## config.mk

```make
export PLATFORM = sky130hd
export DESIGN_NAME = nor_flash_seq
export DESIGN_NICKNAME = d
export VERILOG_FILES = /design/src/rtl/nor_flash_pkg.sv /design/src/rtl/nor_byte_store.sv /design/src/rtl/nor_cmd_fsm.sv /design/src/rtl/nor_read_fmt.sv /design/src/rtl/nor_flash_seq.sv
export SDC_FILE = /design/constraint.sdc
export NUM_CORES = 1
export LEC_CHECK = 0
export BUFFER_PORTS_ARGS = -buffer_cell sky130_fd_sc_hd__buf_2
export CORE_MARGIN = 3
export CORE_UTILIZATION = 35
export DETAILED_ROUTE_END_ITERATION = 16
export PLACE_DENSITY = 0.5
export SYNTH_ARGS = -nofsm -noshare
export SYNTH_HDL_FRONTEND = slang
export SYNTH_HIERARCHICAL = 1
export SYNTH_SLANG_ARGS = --single-unit
```

## constraint.sdc

```tcl
create_clock -name clk -period 5.1 [get_ports clk]
set_input_delay 0.255 -clock clk [delete_from_list [all_inputs] [get_ports clk]]
set_output_delay 0.255 -clock clk [all_outputs]
set_load 0.02 [all_outputs]
```

## src/rtl/nor_flash_pkg.sv

```systemverilog
`timescale 1ns/1ps
package nor_flash_pkg;

    typedef enum logic [3:0] {
        ST_ARRAY, ST_STATUS, ST_IDENT, ST_PROG, ST_ERASE_CFM,
        ST_LOCK_CFM, ST_QUERY, ST_BUF_CNT, ST_BUF_DATA, ST_BUF_CFM
    } seq_state_e;

    typedef enum logic [1:0] {RD_ARRAY, RD_STATUS, RD_IDENT, RD_QUERY} rd_sel_e;

    localparam logic [7:0] OP_RESET0  = 8'h00;
    localparam logic [7:0] OP_RESETF0 = 8'hF0;
    localparam logic [7:0] OP_RESETFF = 8'hFF;
    localparam logic [7:0] OP_PROG_A  = 8'h10;
    localparam logic [7:0] OP_PROG_B  = 8'h40;
    localparam logic [7:0] OP_ERASE   = 8'h20;
    localparam logic [7:0] OP_CLRSTS  = 8'h50;
    localparam logic [7:0] OP_LOCK    = 8'h60;
    localparam logic [7:0] OP_RDSTS   = 8'h70;
    localparam logic [7:0] OP_IDENT   = 8'h90;
    localparam logic [7:0] OP_QUERY   = 8'h98;
    localparam logic [7:0] OP_BUFWR   = 8'hE8;
    localparam logic [7:0] OP_CONFIRM = 8'hD0;
    localparam logic [7:0] OP_LOCKALT = 8'h01;

    localparam int SB_READY = 7;
    localparam int SB_ERS_ERR = 5;
    localparam int SB_PRG_ERR = 4;

    function automatic logic cmd_state(seq_state_e s);
        return (s == ST_ARRAY) || (s == ST_STATUS) || (s == ST_IDENT);
    endfunction

endpackage

```

## src/rtl/nor_byte_store.sv

```systemverilog
`timescale 1ns/1ps
module nor_byte_store #(
    parameter int BLK_BYTES = 16,
    parameter int BLK_CNT   = 4,
    localparam int DEPTH = BLK_BYTES * BLK_CNT,
    localparam int AW    = $clog2(DEPTH),
    localparam int BW    = $clog2(BLK_CNT)
) (
    input  logic          clk,
    input  logic          rst_n,
    input  logic          wr_en,
    input  logic [AW-1:0] wr_addr,
    input  logic [7:0]    wr_data,
    input  logic          ers_en,
    input  logic [BW-1:0] ers_blk,
    input  logic [AW-1:0] rd_addr,
    output logic [7:0]    rd_data
);
    logic [DEPTH*8-1:0] flat;

    for (genvar g = 0; g < DEPTH; g++) begin : g_cell
        localparam int BI = g / BLK_BYTES;
        logic [7:0] cell_q;
        always_ff @(posedge clk) begin
            if (!rst_n) begin
                cell_q <= 8'h00;
            end else if (ers_en && ers_blk == BW'(BI)) begin
                cell_q <= 8'hFF;
            end else if (wr_en && wr_addr == AW'(g)) begin
                cell_q <= wr_data;
            end
        end
        assign flat[g*8 +: 8] = cell_q;
    end

    assign rd_data = flat[rd_addr*8 +: 8];
endmodule

```

## src/rtl/nor_cmd_fsm.sv

```systemverilog
`timescale 1ns/1ps
module nor_cmd_fsm
    import nor_flash_pkg::*;
(
    input  logic       clk,
    input  logic       rst_n,
    input  logic       wr_en,
    input  logic [7:0] wr_data,
    input  logic       wr_protect,
    output seq_state_e state_o,
    output logic [7:0] status_o,
    output logic       st_we,
    output logic       st_ers
);
    seq_state_e state_q, state_d;
    logic [7:0] status_q, status_d;
    logic [7:0] cnt_q, cnt_d;

    always_ff @(posedge clk) begin
        if (!rst_n) begin
            state_q  <= ST_ARRAY;
            status_q <= 8'h00;
            cnt_q    <= 8'h00;
        end else begin
            state_q  <= state_d;
            status_q <= status_d;
            cnt_q    <= cnt_d;
        end
    end

    always_comb begin
        state_d  = state_q;
        status_d = status_q;
        cnt_d    = cnt_q;
        if (wr_en) begin
            unique case (state_q)
                ST_ARRAY, ST_STATUS, ST_IDENT: begin
                    case (wr_data)
                        OP_PROG_A, OP_PROG_B: state_d = ST_PROG;
                        OP_ERASE: begin
                            status_d[SB_READY] = 1'b1;
                            if (wr_protect) status_d[SB_ERS_ERR] = 1'b1;
                            state_d = ST_ERASE_CFM;
                        end
                        OP_CLRSTS: begin
                            status_d = 8'h00;
                            state_d  = ST_ARRAY;
                        end
                        OP_LOCK:  state_d = ST_LOCK_CFM;
                        OP_RDSTS: state_d = ST_STATUS;
                        OP_IDENT: state_d = ST_IDENT;
                        OP_QUERY: state_d = ST_QUERY;
                        OP_BUFWR: begin
                            status_d[SB_READY] = 1'b1;
                            state_d = ST_BUF_CNT;
                        end
                        default:  state_d = ST_ARRAY;
                    endcase
                end
                ST_PROG: begin
                    status_d[SB_READY] = 1'b1;
                    if (wr_protect) status_d[SB_PRG_ERR] = 1'b1;
                    state_d = ST_STATUS;
                end
                ST_ERASE_CFM, ST_BUF_CFM: begin
                    if (wr_data == OP_CONFIRM) begin
                        status_d[SB_READY] = 1'b1;
                        state_d = ST_STATUS;
                    end else begin
                        state_d = ST_ARRAY;
                    end
                end
                ST_LOCK_CFM: begin
                    if (wr_data == OP_CONFIRM || wr_data == OP_LOCKALT) begin
                        status_d[SB_READY] = 1'b1;
                        state_d = ST_STATUS;
                    end else begin
                        state_d = ST_ARRAY;
                    end
                end
                ST_QUERY: begin
                    if (wr_data == OP_RESETFF) state_d = ST_ARRAY;
                end
                ST_BUF_CNT: begin
                    cnt_d   = wr_data;
                    state_d = ST_BUF_DATA;
                end
                ST_BUF_DATA: begin
                    status_d[SB_READY] = 1'b1;
                    if (wr_protect) status_d[SB_PRG_ERR] = 1'b1;
                    if (cnt_q == 8'h00) state_d = ST_BUF_CFM;
                    else cnt_d = cnt_q - 8'h01;
                end
            endcase
        end
    end

    always_comb begin
        st_we  = 1'b0;
        st_ers = 1'b0;
        if (wr_en && !wr_protect) begin
            st_we  = (state_q == ST_PROG) || (state_q == ST_BUF_DATA);
            st_ers = cmd_state(state_q) && (wr_data == OP_ERASE);
        end
    end

    assign state_o  = state_q;
    assign status_o = status_q;
endmodule

```

## src/rtl/nor_read_fmt.sv

```systemverilog
`timescale 1ns/1ps
module nor_read_fmt
    import nor_flash_pkg::*;
#(
    parameter int         AW        = 6,
    parameter logic [7:0] MFR_ID    = 8'h89,
    parameter logic [7:0] DEV_ID    = 8'h18
) (
    input  logic          clk,
    input  logic          rst_n,
    input  logic          rd_en,
    input  seq_state_e    state,
    input  logic [AW-1:0] addr,
    input  logic [7:0]    arr_data,
    input  logic [7:0]    status,
    output logic [7:0]    rdata_o
);
    rd_sel_e    sel;
    logic [7:0] qa, ident_b, query_b, rd_d;

    always_comb begin
        unique case (state)
            ST_ARRAY: sel = RD_ARRAY;
            ST_IDENT: sel = RD_IDENT;
            ST_QUERY: sel = RD_QUERY;
            default:  sel = RD_STATUS;
        endcase
    end

    assign qa = 8'(addr);

    always_comb begin
        case (qa)
            8'h00:   ident_b = MFR_ID;
            8'h01:   ident_b = DEV_ID;
            default: ident_b = 8'h00;
        endcase
        case (qa)
            8'h10:   query_b = 8'h51;
            8'h11:   query_b = 8'h52;
            8'h12:   query_b = 8'h59;
            8'h13:   query_b = 8'h01;
            8'h27:   query_b = 8'(AW);
            8'h2C:   query_b = 8'h01;
            default: query_b = 8'h00;
        endcase
        unique case (sel)
            RD_ARRAY:  rd_d = arr_data;
            RD_STATUS: rd_d = status;
            RD_IDENT:  rd_d = ident_b;
            RD_QUERY:  rd_d = query_b;
        endcase
    end

    always_ff @(posedge clk) begin
        if (!rst_n)     rdata_o <= 8'h00;
        else if (rd_en) rdata_o <= rd_d;
    end
endmodule

```

## src/rtl/nor_flash_seq.sv

```systemverilog
`timescale 1ns/1ps
module nor_flash_seq
    import nor_flash_pkg::*;
#(
    parameter int         BLK_BYTES = 16,
    parameter int         BLK_CNT   = 4,
    parameter logic [7:0] MFR_ID    = 8'h89,
    parameter logic [7:0] DEV_ID    = 8'h18,
    localparam int DEPTH = BLK_BYTES * BLK_CNT,
    localparam int AW    = $clog2(DEPTH),
    localparam int BW    = $clog2(BLK_CNT)
) (
    input  logic          clk,
    input  logic          rst_n,
    input  logic [AW-1:0] bus_addr,
    input  logic [7:0]    bus_wdata,
    input  logic          bus_we,
    input  logic          bus_re,
    input  logic          wr_protect,
    output logic [7:0]    bus_rdata
);
    seq_state_e state_w;
    logic [7:0] status_w, arr_w;
    logic       we_w, ers_w;

    nor_cmd_fsm u_fsm (
        .clk(clk), .rst_n(rst_n), .wr_en(bus_we), .wr_data(bus_wdata),
        .wr_protect(wr_protect), .state_o(state_w), .status_o(status_w),
        .st_we(we_w), .st_ers(ers_w)
    );

    nor_byte_store #(.BLK_BYTES(BLK_BYTES), .BLK_CNT(BLK_CNT)) u_store (
        .clk(clk), .rst_n(rst_n), .wr_en(we_w), .wr_addr(bus_addr),
        .wr_data(bus_wdata), .ers_en(ers_w), .ers_blk(bus_addr[AW-1 -: BW]),
        .rd_addr(bus_addr), .rd_data(arr_w)
    );

    nor_read_fmt #(.AW(AW), .MFR_ID(MFR_ID), .DEV_ID(DEV_ID)) u_fmt (
        .clk(clk), .rst_n(rst_n), .rd_en(bus_re), .state(state_w),
        .addr(bus_addr), .arr_data(arr_w), .status(status_w),
        .rdata_o(bus_rdata)
    );
endmodule

```

==> metrics <==
antenna viol nets, final 0; effective utilization at floorplan 35.60%; final setup violation count 0; Max Clock Skew 0.01599 ns; CTS Sinks 535; post-CTS setup repair buffer count 0; post-synthesis mux area share 31.20%; power density cells 317.9 nW/µm²; final cycle utilization of the critical path 82.31%; antenna violations before repair 2; clock period minus worst slack 4.198 ns; share of synthesized cell area in and, or, nand and nor gates 5.509%; area of the die 79,590 µm²; IR drop worst, VDD 0.2600 mV; post-route non-filler standard cell count 3,305; most common library cell in the layout ignoring fill and taps sky130_fd_sc_hd__mux2i_1; fraction of registers with async set or reset after synthesis 0%; height of the die 282.1 µm; relative slew slack 14.52%; endpoint kind of the worst setup timing path flip-flop; Max Transition Viols Final 0; first-pass detailed-route iteration total 5; startpoint class of the critical path flip-flop; setup repair after global routing missed its margin false; gate family responsible for the most delay along the worst path simple AND/OR/NAND/NOR gates; synthesized area per cell 11.11 µm²; leakage dissipation 12.05 nW; FMAX 0.2382 GHz; share of cells above drive strength 1 14.26%; outcome finished clean; number of synthesized register bits 535; number of buffer cells added on primary ports 26; chain of cells forming the critical path nand2_1 > o21ai_0 > nor4b_1 > nand3_1 > nor2_4 > mux2i_1 > a21boi_0; worst setup path class flip-flop to flip-flop; Total Wirelength 75,480 µm; Crit path arrival time 4.63 ns; total via count after detailed routing 18,440; global-route usage over all layers 18.72%; Std-Cell Rows 100; number of enable-type register cells in the synthesized netlist 0; Synth Instances 2,402; global-route wire length before repair 115,400 µm; CP Max Fanout 24; leftover overflow at the end of global routing 0; detailed-placement wirelength estimate 43,890 µm; CTS H-tree depth 2; CP Data Required Time 5.53 ns; clk slew on worst S/H paths 0.06 ns; source-to-sink clock delay at the later pin of the worst-skew pair 0.63 ns; DRC violations left 0; worst min-delay path category input port to flip-flop; final weighted congestion in routability-driven placement 0.7804; commonest cells after routing, fill and taps aside sky130_fd_sc_hd__mux2i_1, sky130_fd_sc_hd__dfxtp_1, sky130_fd_sc_hd__a21boi_0, sky130_fd_sc_hd__mux4_2, sky130_fd_sc_hd__nand2_1; synthesized-area fraction occupied by adder cells 0.09378%; Fin. Hold Viols 0; area of the placeable core 74,950 µm²; TritonCTS buffer count 59; post-detailed-route wirelength per cell 22.84 µm; worst-margin pin slew 1.264 ns; I/O pin total 27; Post-Route Setup TNS 0 ns; count of inserted antenna diode cells 0; proportion of synthesized chip area in sequential cells 40.14%; Final Core Density 39.37%; main combinational cell family by area after synthesis multiplexers; die outline width 282.1 µm; Clk Tree Root Cell sky130_fd_sc_hd__clkbuf_16; cell count after placement 3,191; critical path's slowest cell sky130_fd_sc_hd__nor4b_1; Post-layout nets 2,307; most instantiated flip-flop cell in the synthesis netlist sky130_fd_sc_hd__dfxtp_1; Syn Std Cell Area 26,680 µm²; initial DRC count 1,466; Via density 5.579; compound-gate portion of the synthesized area 18.84%; count of cell types in the netlist 82; signed area change from the synthesized netlist to the final layout 10.58%; maximum clock path buffer count 3; XOR/XNOR Fraction of Synth Area 0%; count of buffering cells on the critical path with inverters included 0; Warnings, synthesis 6; TritonCTS clock tree done; Max stage delay on crit path 1.03 ns; Max Cap Viol 0; maximum number of pins on one net before global-route repair 281; via count of the first global-routing pass 18,380
-- kinds of logic after synthesis --
family | Yosys count
AO/OA/AOI/OAI | 671
other | 1
buffers and inverters | 258
flip-flops | 535
AND/OR/NAND/NOR | 260
adder cells (fa/ha/maj) | 2
multiplexers | 675
-- layer usage --
| metal | vias up | GRT usage [%] | share of wire (%) |
|---|---|---|---|
| met5 | - | 0 | 0.0093 |
| met4 | 2 | 4.638 | 2.3 |
| met3 | 102 | 2.856 | 4.1 |
| met2 | 342 | 30.29 | 46 |
| met1 | 9266 | 26.24 | 48 |
| li1 | 8726 | - | - |
-- final timing paths --
kind	start	to	slack, ns	cells after the start
setup / recovery	u_fsm/state_o[1]$_SDFFE_PN0P_	u_store/g_cell[62].cell_q[6]$_SDFFE_PN0P_	0.90	7
hold / removal	bus_wdata[6]	u_store/g_cell[36].cell_q[6]$_SDFFE_PN0P_	0.05	3
setup reg to reg	u_fsm/state_o[1]$_SDFFE_PN0P_	u_store/g_cell[62].cell_q[6]$_SDFFE_PN0P_	0.90	7
hold reg to reg	u_fmt/rdata_o[3]$_SDFFE_PN0P_	u_fmt/rdata_o[3]$_SDFFE_PN0P_	0.48	2
-- worst reg2reg max path: stages (launching register included) --
cell and delay [ns]:
sky130_fd_sc_hd__dfxtp_1 0.80, sky130_fd_sc_hd__nand2_1 0.21, sky130_fd_sc_hd__o21ai_0 0.24, sky130_fd_sc_hd__nor4b_1 1.03
sky130_fd_sc_hd__nand3_1 0.82, sky130_fd_sc_hd__nor2_4 0.57, sky130_fd_sc_hd__mux2i_1 0.23, sky130_fd_sc_hd__a21boi_0 0.11
-- report_power, final --
part / switching, W / total [W] / leakage, nW / internal (W)
sequential: 0.00000442 / 0.00419 / 4.31 / 0.00418
clock: 0.00180 / 0.00468 / 1.05 / 0.00288
combinational: 0.000341 / 0.000510 / 6.69 / 0.000170
-- synth_stat cells (5+ instances only) --
library cell / count / area [µm²]
sky130_fd_sc_hd__or4_1: 5 / 37.54
sky130_fd_sc_hd__buf_2: 25 / 125.1
sky130_fd_sc_hd__a21boi_1: 28 / 210.2
sky130_fd_sc_hd__nand3_1: 14 / 70.07
sky130_fd_sc_hd__nand2_1: 81 / 304.0
sky130_fd_sc_hd__o41ai_1: 8 / 70.07
sky130_fd_sc_hd__o221ai_1: 7 / 61.31
sky130_fd_sc_hd__o22a_1: 7 / 61.31
sky130_fd_sc_hd__nor3_1: 15 / 75.07
sky130_fd_sc_hd__inv_1: 9 / 33.78
sky130_fd_sc_hd__nor2b_1: 14 / 87.58
sky130_fd_sc_hd__dfxtp_1: 535 / 10710
sky130_fd_sc_hd__o21ai_1: 6 / 30.03
sky130_fd_sc_hd__nand3b_1: 6 / 45.04
sky130_fd_sc_hd__mux4_2: 114 / 2567
sky130_fd_sc_hd__nand2b_1: 13 / 81.33
sky130_fd_sc_hd__mux2_2: 11 / 123.9
sky130_fd_sc_hd__a211oi_1: 14 / 105.1
sky130_fd_sc_hd__o22ai_1: 9 / 56.30
sky130_fd_sc_hd__mux2i_1: 542 / 5425
sky130_fd_sc_hd__a31oi_1: 8 / 50.05
sky130_fd_sc_hd__a21oi_1: 24 / 120.1
sky130_fd_sc_hd__o211ai_1: 7 / 52.55
sky130_fd_sc_hd__nor2_4: 20 / 225.2
sky130_fd_sc_hd__nor2_1: 45 / 168.9
sky130_fd_sc_hd__nor4_1: 6 / 37.54
sky130_fd_sc_hd__buf_1: 19 / 71.32
sky130_fd_sc_hd__mux4_1: 8 / 210.2
sky130_fd_sc_hd__buf_6: 6 / 67.56
sky130_fd_sc_hd__a21boi_0: 487 / 3656
sky130_fd_sc_hd__a221o_1: 6 / 60.06
sky130_fd_sc_hd__clkbuf_1: 177 / 664.4
sky130_fd_sc_hd__buf_4: 20 / 150.1
sky130_fd_sc_hd__a22oi_1: 5 / 37.54
sky130_fd_sc_hd__a2111oi_0: 6 / 52.55
sky130_fd_sc_hd__o21ai_0: 18 / 90.09
sky130_fd_sc_hd__or3_1: 6 / 37.54
-- cell type report --
cell class	instances	area, µm²
Multi-Input combinational cell	1613	14880
Inverter	9	33.78
Clock buffer	83	1708
Tap cell	969	1212
Clock inverter	28	437.9
Sequential cell	535	10710
Timing Repair Buffer	68	520.5
Fill cell	7219	45440
-- through the flow --
stage / power, W / instance area, µm² / setup WS (ns) / hold WS, ns
final: 0.009379 / 29510 / 0.9021 / 0.05015
after detailed placement: 0.004790 / 27330 / 0.9208 / 0.4564
after floorplan: 0.004620 / 26700 / 2.119 / 0.3933
after global routing: 0.009705 / 29510 / 0.5232 / 0.06271
after global placement: 0.004788 / 27330 / 1.090 / 0.4404
after CTS: 0.009520 / 29510 / 0.9239 / 0.007128
-- registers in the layout (all words and copies together), names as in the netlist --
| register | flops |
|---|---|
| u_fsm/cnt_q | 8 |
| u_fsm/status_o | 3 |
| u_fsm/state_o | 4 |
| u_store/g_cell.cell_q | 512 |
| u_fmt/rdata_o | 8 |
-- what timing repair did --
item / 4_1_cts / 5_1_grt
hold buffers: 3 / 0
resized for setup: 0 / 0
endpoints found under the hold margin: 2 / 0
Power figures use the tool's default switching activity.
